<file path="src/rtl/mgmt2w_pkg.sv">
package mgmt2w_pkg;

   // Fixed framing lengths of the link protocol, in clock pulses
   localparam int unsigned START_LEN = 3;
   localparam int unsigned TURN_LEN  = 1;
   localparam int unsigned STOP_LEN  = 2;
   localparam int unsigned TRAIL_LEN = 1;

   // Start pattern, oldest bit in the MSB
   localparam logic [START_LEN-1:0] START_PAT = 3'b101;

   typedef enum logic [2:0] {
      SEG_IDLE,
      SEG_START,
      SEG_CMD,
      SEG_ADDR,
      SEG_TURN,
      SEG_DATA,
      SEG_STOP,
      SEG_TRAIL
   } seg_t;

   // Bit position of the j-th wire bit of a little-endian word whose bytes
   // are each sent most significant bit first
   function automatic int unsigned wire_to_word(input int unsigned j);
      return (j / 8) * 8 + 7 - (j % 8);
   endfunction

   function automatic int unsigned max3(input int unsigned a, input int unsigned b,
                                        input int unsigned c);
      int unsigned m;
      m = (a > b) ? a : b;
      return (m > c) ? m : c;
   endfunction

endpackage

</file>
<file path="src/rtl/mgmt2w_clkgen.sv">
module mgmt2w_clkgen #(
   parameter int unsigned HALF_DIV = 4
) (
   input  logic clk,
   input  logic rst_n,
   input  logic run,
   output logic mdc,
   output logic slot_end
);

   generate
      if (HALF_DIV == 1) begin : g_fast
         // One system clock per phase: toggle every running cycle
         always_ff @(posedge clk or negedge rst_n) begin
            if (!rst_n) begin
               mdc <= 1'b0;
            end else if (!run) begin
               mdc <= 1'b0;
            end else begin
               mdc <= ~mdc;
            end
         end
         assign slot_end = run & mdc;
      end else begin : g_div
         localparam int unsigned HCW = $clog2(HALF_DIV);
         localparam logic [HCW-1:0] HLAST = HCW'(HALF_DIV - 1);
         logic [HCW-1:0] hcnt;

         always_ff @(posedge clk or negedge rst_n) begin
            if (!rst_n) begin
               hcnt <= '0;
               mdc  <= 1'b0;
            end else if (!run) begin
               hcnt <= '0;
               mdc  <= 1'b0;
            end else if (hcnt == HLAST) begin
               hcnt <= '0;
               mdc  <= ~mdc;
            end else begin
               hcnt <= hcnt + 1'b1;
            end
         end
         assign slot_end = run & mdc & (hcnt == HLAST);
      end
   endgenerate

endmodule

</file>
<file path="src/rtl/mgmt2w_seq.sv">
module mgmt2w_seq
   import mgmt2w_pkg::*;
#(
   parameter int unsigned CMD_W  = 8,
   parameter int unsigned ADDR_W = 16,
   parameter int unsigned DATA_W = 16
) (
   input  logic              clk,
   input  logic              rst_n,
   input  logic              rd_req,
   input  logic [ADDR_W-1:0] rd_addr,
   input  logic [CMD_W-1:0]  rd_cmd,
   input  logic              slot_end,
   output logic              busy,
   output logic              done,
   output logic              md_out,
   output logic              md_oe,
   output logic              rx_en,
   output logic              rx_last
);

   localparam int unsigned TX_W   = START_LEN + CMD_W + ADDR_W;
   localparam int unsigned MAXLEN = max3(CMD_W, ADDR_W, DATA_W);
   localparam int unsigned BCW    = $clog2(MAXLEN);

   localparam logic [BCW-1:0] LAST_START = BCW'(START_LEN - 1);
   localparam logic [BCW-1:0] LAST_CMD   = BCW'(CMD_W - 1);
   localparam logic [BCW-1:0] LAST_ADDR  = BCW'(ADDR_W - 1);
   localparam logic [BCW-1:0] LAST_TURN  = BCW'(TURN_LEN - 1);
   localparam logic [BCW-1:0] LAST_DATA  = BCW'(DATA_W - 1);
   localparam logic [BCW-1:0] LAST_STOP  = BCW'(STOP_LEN - 1);
   localparam logic [BCW-1:0] LAST_TRAIL = BCW'(TRAIL_LEN - 1);

   seg_t              seg, seg_nxt;
   logic [BCW-1:0]    bcnt;
   logic [BCW-1:0]    seg_last;
   logic [TX_W-1:0]   tx_sr;
   logic [ADDR_W-1:0] addr_wire;
   logic              accept;
   logic              seg_done;

   // Reorder the address so that a plain left shift emits wire order
   for (genvar j = 0; j < ADDR_W; j++) begin : g_addr_ord
      assign addr_wire[ADDR_W-1-j] = rd_addr[wire_to_word(j)];
   end

   assign accept = rd_req & (seg == SEG_IDLE);
   assign busy   = (seg != SEG_IDLE);

   always_comb begin
      case (seg)
         SEG_START: seg_last = LAST_START;
         SEG_CMD:   seg_last = LAST_CMD;
         SEG_ADDR:  seg_last = LAST_ADDR;
         SEG_TURN:  seg_last = LAST_TURN;
         SEG_DATA:  seg_last = LAST_DATA;
         SEG_STOP:  seg_last = LAST_STOP;
         SEG_TRAIL: seg_last = LAST_TRAIL;
         default:   seg_last = '0;
      endcase
   end

   always_comb begin
      case (seg)
         SEG_START: seg_nxt = SEG_CMD;
         SEG_CMD:   seg_nxt = SEG_ADDR;
         SEG_ADDR:  seg_nxt = SEG_TURN;
         SEG_TURN:  seg_nxt = SEG_DATA;
         SEG_DATA:  seg_nxt = SEG_STOP;
         SEG_STOP:  seg_nxt = SEG_TRAIL;
         default:   seg_nxt = SEG_IDLE;
      endcase
   end

   assign seg_done = slot_end & (bcnt == seg_last);

   always_ff @(posedge clk or negedge rst_n) begin
      if (!rst_n) begin
         seg   <= SEG_IDLE;
         bcnt  <= '0;
         tx_sr <= '0;
         done  <= 1'b0;
      end else begin
         done <= 1'b0;
         if (accept) begin
            seg   <= SEG_START;
            bcnt  <= '0;
            tx_sr <= {START_PAT, rd_cmd, addr_wire};
         end else if (slot_end) begin
            tx_sr <= {tx_sr[TX_W-2:0], 1'b0};
            if (seg_done) begin
               seg  <= seg_nxt;
               bcnt <= '0;
               if (seg == SEG_TRAIL) begin
                  done <= 1'b1;
               end
            end else begin
               bcnt <= bcnt + 1'b1;
            end
         end
      end
   end

   // Line drive: registers only change at slot ends, i.e. on falling mdc
   always_comb begin
      case (seg)
         SEG_START, SEG_CMD, SEG_ADDR: begin
            md_out = tx_sr[TX_W-1];
            md_oe  = 1'b1;
         end
         SEG_STOP: begin
            md_out = (bcnt != '0);
            md_oe  = 1'b1;
         end
         SEG_TRAIL: begin
            md_out = 1'b1;
            md_oe  = 1'b1;
         end
         default: begin
            md_out = 1'b0;
            md_oe  = 1'b0;
         end
      endcase
   end

   assign rx_en   = slot_end & (seg == SEG_DATA);
   assign rx_last = slot_end & (seg == SEG_TRAIL);

endmodule

</file>
<file path="src/rtl/mgmt2w_rx.sv">
module mgmt2w_rx
   import mgmt2w_pkg::*;
#(
   parameter int unsigned DATA_W = 16
) (
   input  logic              clk,
   input  logic              rst_n,
   input  logic              rx_en,
   input  logic              rx_last,
   input  logic              md_in,
   output logic [DATA_W-1:0] rd_data
);

   logic [DATA_W-1:0] rx_sr;
   logic [DATA_W-1:0] rx_word;

   // First wire bit ends up in rx_sr MSB; map wire order to word order
   for (genvar j = 0; j < DATA_W; j++) begin : g_data_ord
      assign rx_word[wire_to_word(j)] = rx_sr[DATA_W-1-j];
   end

   always_ff @(posedge clk or negedge rst_n) begin
      if (!rst_n) begin
         rx_sr   <= '0;
         rd_data <= '0;
      end else begin
         if (rx_en) begin
            rx_sr <= {rx_sr[DATA_W-2:0], md_in};
         end
         if (rx_last) begin
            rd_data <= rx_word;
         end
      end
   end

endmodule

</file>
<file path="src/rtl/mgmt2w_reader.sv">
module mgmt2w_reader #(
   parameter int unsigned HALF_DIV = 4,
   parameter int unsigned CMD_W    = 8,
   parameter int unsigned ADDR_W   = 16,
   parameter int unsigned DATA_W   = 16
) (
   input  logic              clk,
   input  logic              rst_n,
   input  logic              rd_req,
   input  logic [ADDR_W-1:0] rd_addr,
   input  logic [CMD_W-1:0]  rd_cmd,
   output logic              busy,
   output logic              done,
   output logic [DATA_W-1:0] rd_data,
   output logic              mdc,
   output logic              md_out,
   output logic              md_oe,
   input  logic              md_in
);

   // Elaboration-time parameter checks
   if (HALF_DIV < 1) begin : g_bad_div
      $error("HALF_DIV must be at least 1");
   end
   if ((CMD_W == 0) || (CMD_W % 8 != 0)) begin : g_bad_cmd
      $error("CMD_W must be a nonzero multiple of 8");
   end
   if ((ADDR_W == 0) || (ADDR_W % 8 != 0)) begin : g_bad_addr
      $error("ADDR_W must be a nonzero multiple of 8");
   end
   if ((DATA_W == 0) || (DATA_W % 8 != 0)) begin : g_bad_data
      $error("DATA_W must be a nonzero multiple of 8");
   end

   logic slot_end;
   logic rx_en;
   logic rx_last;

   mgmt2w_clkgen #(
      .HALF_DIV(HALF_DIV)
   ) u_clkgen (
      .clk      (clk),
      .rst_n    (rst_n),
      .run      (busy),
      .mdc      (mdc),
      .slot_end (slot_end)
   );

   mgmt2w_seq #(
      .CMD_W  (CMD_W),
      .ADDR_W (ADDR_W),
      .DATA_W (DATA_W)
   ) u_seq (
      .clk      (clk),
      .rst_n    (rst_n),
      .rd_req   (rd_req),
      .rd_addr  (rd_addr),
      .rd_cmd   (rd_cmd),
      .slot_end (slot_end),
      .busy     (busy),
      .done     (done),
      .md_out   (md_out),
      .md_oe    (md_oe),
      .rx_en    (rx_en),
      .rx_last  (rx_last)
   );

   mgmt2w_rx #(
      .DATA_W (DATA_W)
   ) u_rx (
      .clk     (clk),
      .rst_n   (rst_n),
      .rx_en   (rx_en),
      .rx_last (rx_last),
      .md_in   (md_in),
      .rd_data (rd_data)
   );

endmodule

</file>
<file path="config.mk">
export PLATFORM = sky130hd
export DESIGN_NAME = mgmt2w_reader
export DESIGN_NICKNAME = d
export VERILOG_FILES = /design/src/rtl/mgmt2w_pkg.sv /design/src/rtl/mgmt2w_clkgen.sv /design/src/rtl/mgmt2w_seq.sv /design/src/rtl/mgmt2w_rx.sv /design/src/rtl/mgmt2w_reader.sv
export SDC_FILE = /design/constraint.sdc
export NUM_CORES = 1
export LEC_CHECK = 0
export ABC_CLOCK_PERIOD_IN_PS = 4800
export BUFFER_PORTS_ARGS = -buffer_cell sky130_fd_sc_hd__buf_4
export CORE_ASPECT_RATIO = 0.6
export CORE_MARGIN = 2
export CORE_UTILIZATION = 55
export CTS_BUF_LIST = sky130_fd_sc_hd__clkbuf_8
export DETAILED_ROUTE_END_ITERATION = 10
export PLACE_DENSITY = 0.9
export SYNTH_ARGS = -nofsm -noshare
export SYNTH_HDL_FRONTEND = slang
export SYNTH_SLANG_ARGS = --single-unit
</file>
<file path="constraint.sdc">
create_clock -name clk -period 4.8 [get_ports clk]
set_clock_uncertainty 0.1 [all_clocks]
set_input_delay 1.2 -clock clk [delete_from_list [all_inputs] [get_ports clk]]
set_output_delay 1.2 -clock clk [all_outputs]
set_load 0.03 [all_outputs]
</file>
# ---- After elaboration in Yosys (flattened, before gate mapping)
# Cells that the tools add are included.
dict set report totals {
  ramBits 0
  register_bits 70
  n_memories 0
  latch_bits 0
  input_bits 28
  rom_bits 0
}
dict set report op_classes {
  reduce_logical 9
  order_cmp 0
  n_addsub 2
  bitwise_logic 7
  n_mul 0
  n_div 0
  mux 20
  n_shift 0
  n_eq_ne 10
}
# cell n
set ops {}
lappend ops {{2-to-1 mux 27 bit} 2}
lappend ops {{case mux 3 bit (6 select lines)} 1}
lappend ops {{case mux 4 bit (4 select lines)} 1}
lappend ops {{== test 3 bit (second input constant)} 4}
lappend ops {{2-to-1 mux 4 bit} 3}
lappend ops {{2-to-1 mux 3 bit} 3}
lappend ops {{2-to-1 mux 1 bit} 7}
lappend ops {{AND 1 bit} 6}
lappend ops {{== test 3 x 2 -> 1 bit (second input constant)} 2}
lappend ops {{OR reduction 5 bit} 1}
lappend ops {{adder 4 x 1 -> 4 bit (second input constant)} 1}
lappend ops {{== test 4 bit} 1}
lappend ops {{2-to-1 mux 2 bit} 2}
lappend ops {{nonzero test 2 bit} 2}
lappend ops {{nonzero test 4 bit} 1}
lappend ops {{== test 3 x 1 -> 1 bit (second input constant)} 1}
lappend ops {{zero test 3 bit} 1}
lappend ops {{case mux 1 bit (3 select lines)} 1}
lappend ops {{nonzero test 3 bit} 1}
lappend ops {{OR reduction 3 bit} 1}
lappend ops {{adder 2 x 1 -> 2 bit (second input constant)} 1}
lappend ops {{== test 2 bit (second input constant)} 1}
lappend ops {{inequality test 2 bit (second input constant)} 1}
lappend ops {{AND reduction 2 bit} 1}
lappend ops {{2 further kinds} 2}

# ---- Longest topological paths before layout
dict set report depth {
  word_depth 8
  mapped_depth 8
}

# ---- Cells and area by module
# Synthesis repeated with hierarchy kept, for this count alone.
dict set report unflattened {
  hier_cells 255
  area_unflattened_um2 3218.1
}
# module cells_each area_each_um2 n_inst seq_area_each_um2
set by_module_without_submodules {}
lappend by_module_without_submodules {mgmt2w_seq 178 1796.7 1 875.8}
lappend by_module_without_submodules {mgmt2w_rx 68 1298.7 1 800.8}
lappend by_module_without_submodules {mgmt2w_clkgen 9 122.6 1 75.1}

# ---- Least setup slack after synthesis
# Ideal clock, no wire load.
dict set report synth_path {
  kind {register -> output}
  startpoint {register u_seq.bcnt[1]}
  endpoint {output md_out}
  arrival_time_ns 1.300
  required_time_ns 3.500
  setup_slack_ns 2.200
  path_stages_with_launch 6
  path_cell_list {dfrtp_1 > inv_1 > ha_1 > nand3_1 > a21oi_1 > a21oi_1}
}
dict set report synth_between {
  elab_chain_len 2
}
# item line
set synth_rtl {}
lappend synth_rtl {{start: declaration} mgmt2w_seq.sv:35} ;# logic [BCW-1:0] bcnt;
lappend synth_rtl {{start signal: assignment} mgmt2w_seq.sv:98} ;# bcnt <= bcnt + 1'b1;
lappend synth_rtl {{nonzero test 4 bit} mgmt2w_seq.sv:112} ;# md_out = (bcnt != '0);
lappend synth_rtl {{case mux 1 bit (3 select lines)} mgmt2w_seq.sv:106} ;# case (seg)
lappend synth_rtl {{end: declaration} mgmt2w_reader.sv:16} ;# output logic md_out,
# Every way passes these cells.

# ---- Final worst setup path
dict set report layout_path {
  startpoint {register u_seq.seg[1]}
  endpoint {output busy}
}
dict set report layout_between {
  elab_chain_len 1
}
# item line
set layout_rtl {}
lappend layout_rtl {{start: declaration} mgmt2w_seq.sv:34} ;# seg_t seg, seg_nxt;
lappend layout_rtl {{start signal: assignment} mgmt2w_seq.sv:92} ;# seg <= seg_nxt;
lappend layout_rtl {{nonzero test 3 bit} mgmt2w_seq.sv:48} ;# assign busy = (seg != SEG_IDLE);
lappend layout_rtl {{end: declaration} mgmt2w_reader.sv:12} ;# output logic busy,
# Every way passes these cells.

==> results.py <==
metrics = {
    "status": {
        "status": "complete, no violations",
    },
    "hold_path": {
        "hold_path_class": "flop to flop",
        "worstHoldStart": "u_clkgen.g_div.hcnt[0]",
    },
    "synth": {
        "synth_flop_cell": "dfrtp_1",
        "synth_seq_cells": 70,
        "syn_area_per_cell_sq_um": 12.0,
        "synth_area_sq_um": 3040,
        "yosys_warnings": 0,
        "synth_edf_count": 0,
        "syn_inst": 254,
        "netlist-cell-type-count": 36,
        "syn-num-nets": 285,
        "async_flop_share_pct": 100,
        "synth_seq_area_share_pct": 57.7,
    },
    "floorplanning": {
        "rows": 20,
        "dieArea_sq_um": 6150,
        "io_pins": 49,
        "coreArea_sq_um": 5180,
        "die_h_microns": 61.6,
        "initial_core_util_pct": 58.6,
        "die_w_microns": 99.9,
    },
    "detailed_routing": {
        "wl_per_cell_microns": 17.0,
        "dr_total_vias": 2097,
        "wl_met1_microns": 2890,
        "drc": 0,
        "first_pass_iters": 4,
        "ant_nets": 0,
        "wirelength_microns": 6310,
        "viasPerCell": 5.65,
        "wl_met2_microns": 2930,
        "top_layer_used": "met4",
        "met3_wirelength_microns": 424,
        "drtIter0Drc": 111,
    },
    "critical_path": {
        "cpMaxStageDelayCell": "nor3_1",
        "arrival_ns": 2.04,
        "crit_start": "u_seq.seg[1]",
        "start_kind": "flop",
        "required_ns": 3.50,
        "worstPathCellList": "nor3_1 -> inv_1 -> buf_4",
        "cp_max_fo": 15,
        "path_class": "flop to output pin",
        "endpoint_kind": "output pin",
        "worstReg2RegStart": "u_seq.seg[1]",
        "slowest_delay_ns": 0.68,
    },
    "cts": {
        "cts_tree": "built",
        "path_clk_slew_ns": 0.07,
        "clock_latency_ns": 0.35,
        "cts-root-buf": "clkbuf_8",
        "cts-buffers-inserted": 9,
        "cts_resized": 0,
        "cts_hold_buf": 0,
        "ctsLongestPathBuffers": 2,
        "post_cts_buffers": 0,
        "clkSinkCount": 70,
        "cts-htree-levels": 3,
    },
    "place": {
        "gp_congestion": 0.786,
        "dp_slack_ns": 1.71,
        "dpl.hpwl_microns": 4120,
        "port-buffer-count": 48,
    },
    "finish": {
        "fillers": 365,
        "layout-drive-gt1-share_pct": 35.4,
        "fin_nets": 331,
        "post-route-util_pct": 69.8,
        "antenna_cells": 0,
        "area_growth_pct": 19.1,
    },
    "grt": {
        "grt_pass1_wl_microns": 10600,
        "antenna_found_initial": 0,
        "grt_usage_pct": 23.4,
        "first_global_vias": 2084,
        "grt_max_degree": 71,
        "grt_overflow": 0,
    },
    "timing": {
        "setup_viol": 0,
        "rsz0062_at_grt": "false",
        "slew_violations": 0,
        "fin_crit_sh_pct": 69.6,
        "clock.fmax_mhz": 299,
        "layout_setup_ws_ns": 1.46,
        "tightest_slew_ns": 1.19,
        "period_needed_ns": 3.34,
        "hold_viol": 0,
        "hold_slack_ns": 0.350,
        "slew_headroom_pct": 19.9,
        "fin_setup_tns_ns": 0,
    },
    "power": {
        "ir_drop_uv": 146,
        "leakagePower_nw": 1.86,
        "p_per_area_nw_per_um2": 307,
    },
    "run": {
        "maxCapViolations": 0,
    },
}
power breakdown:
group	total [W]	internal (W)	switching, W
clock	0.000494	0.000268	0.000226
combinational	0.0000285	0.0000139	0.0000146
sequential	0.000589	0.000589	0
total	0.00111	0.000871	0.000240
layout by cell type (no fill, tap or decap), drive strengths merged:
cell type	count
or2	1
nand4	5
o22a	1
nand2b	1
clkbuf	11
a21o	1
mux2	32
and2	3
nor3	4
or3b	1
nor2	7
ha	3
buf	49
a2111oi	2
o211ai	1
a22o	1
nand3	2
a21oi	2
nand3b	2
clkinvlp	2
o31ai	2
a22oi	23
bufinv	1
inv	6
xnor2	6
dfrtp	70
nand2	57
mux2i	4
or3	1
a32o	1
o21ai	3
routing by layer:
metal	up-vias	global-route usage (%)
met3	7	10.4
met5	-	0
met4	0	6.65
met2	68	34.9
li1	977	-
met1	1045	31.8
per-stage QoR:
stage / total power [W] / std cells / area (sq um)
global placement: 0.000630 / 355 / 3410
finish: 0.00111 / 371 / 3620
CTS: 0.00112 / 371 / 3620
global route: 0.00115 / 371 / 3620
detailed placement: 0.000630 / 355 / 3410
floorplan: 0.000601 / 254 / 3040
logic make-up after synthesis:
kind of cell	synth area share [%]
buf+inv	3.21
flops	57.7
simple gates	12.4
compound gates	10.1
xor+xnor	2.22
mux	13.2
fa+ha+maj	1.24
worst paths after layout:
kind / endpoint / slack, ns / depth (start not counted)
max: busy / 1.46 / 3
min: u_clkgen.g_div.hcnt[0] / 0.35 / 1
max reg2reg: u_seq.bcnt[1] / 1.73 / 4
min reg2reg: u_clkgen.g_div.hcnt[0] / 0.35 / 1
max in group asynchronous: u_seq.tx_sr[7] / 3.21 / 1
min in group asynchronous: u_seq.tx_sr[26] / 0.85 / 1
state kept, by name, summed over array words and instances (netlist names):
name,flops
u_clkgen.g_div.hcnt,2
u_clkgen.mdc,1
u_rx.rd_data,16
u_rx.rx_sr,16
u_seq.bcnt,4
u_seq.done,1
u_seq.seg,3
u_seq.tx_sr,27
final cells by class:
cell class	count	area [sq um]	area share [%]
clock buffers	11	151	4.19
flip-flops and latches	70	1750	48.4
well taps	66	82.6	2.28
clock inverters	5	57.6	1.59
repair buffers	49	368	10.2
multi-input cells	166	1190	32.9
inverters	4	15.0	0.415
worst max-delay path, delay by kind of cell, from the launching register on:
family / cells / cell delay, ns
buffers and inverters: 2 / 0.41
and+or+nand+nor: 1 / 0.68
DFF: 1 / 0.60
synthesized netlist by cell type (2+ instances only):
cell type	n	area share (%)
mux2_2	32	12
dfrtp_1	70	58
nand4_1	5	1.0
clkbuf_1	2	0.25
and2_1	3	0.62
nor2_1	6	0.74
a22oi_1	23	5.7
o21ai_1	3	0.49
mux2i_1	4	1.3
buf_2	10	1.6
a21oi_1	2	0.33
ha_1	3	1.2
xnor2_2	2	1.1
nand3_1	2	0.33
inv_1	4	0.49
nand3b_1	2	0.49
nor3_1	3	0.49
nand2_1	56	6.9
o31ai_2	2	0.82
xnor2_1	4	1.2
Note: power is estimated with default switching activity, not from simulation.
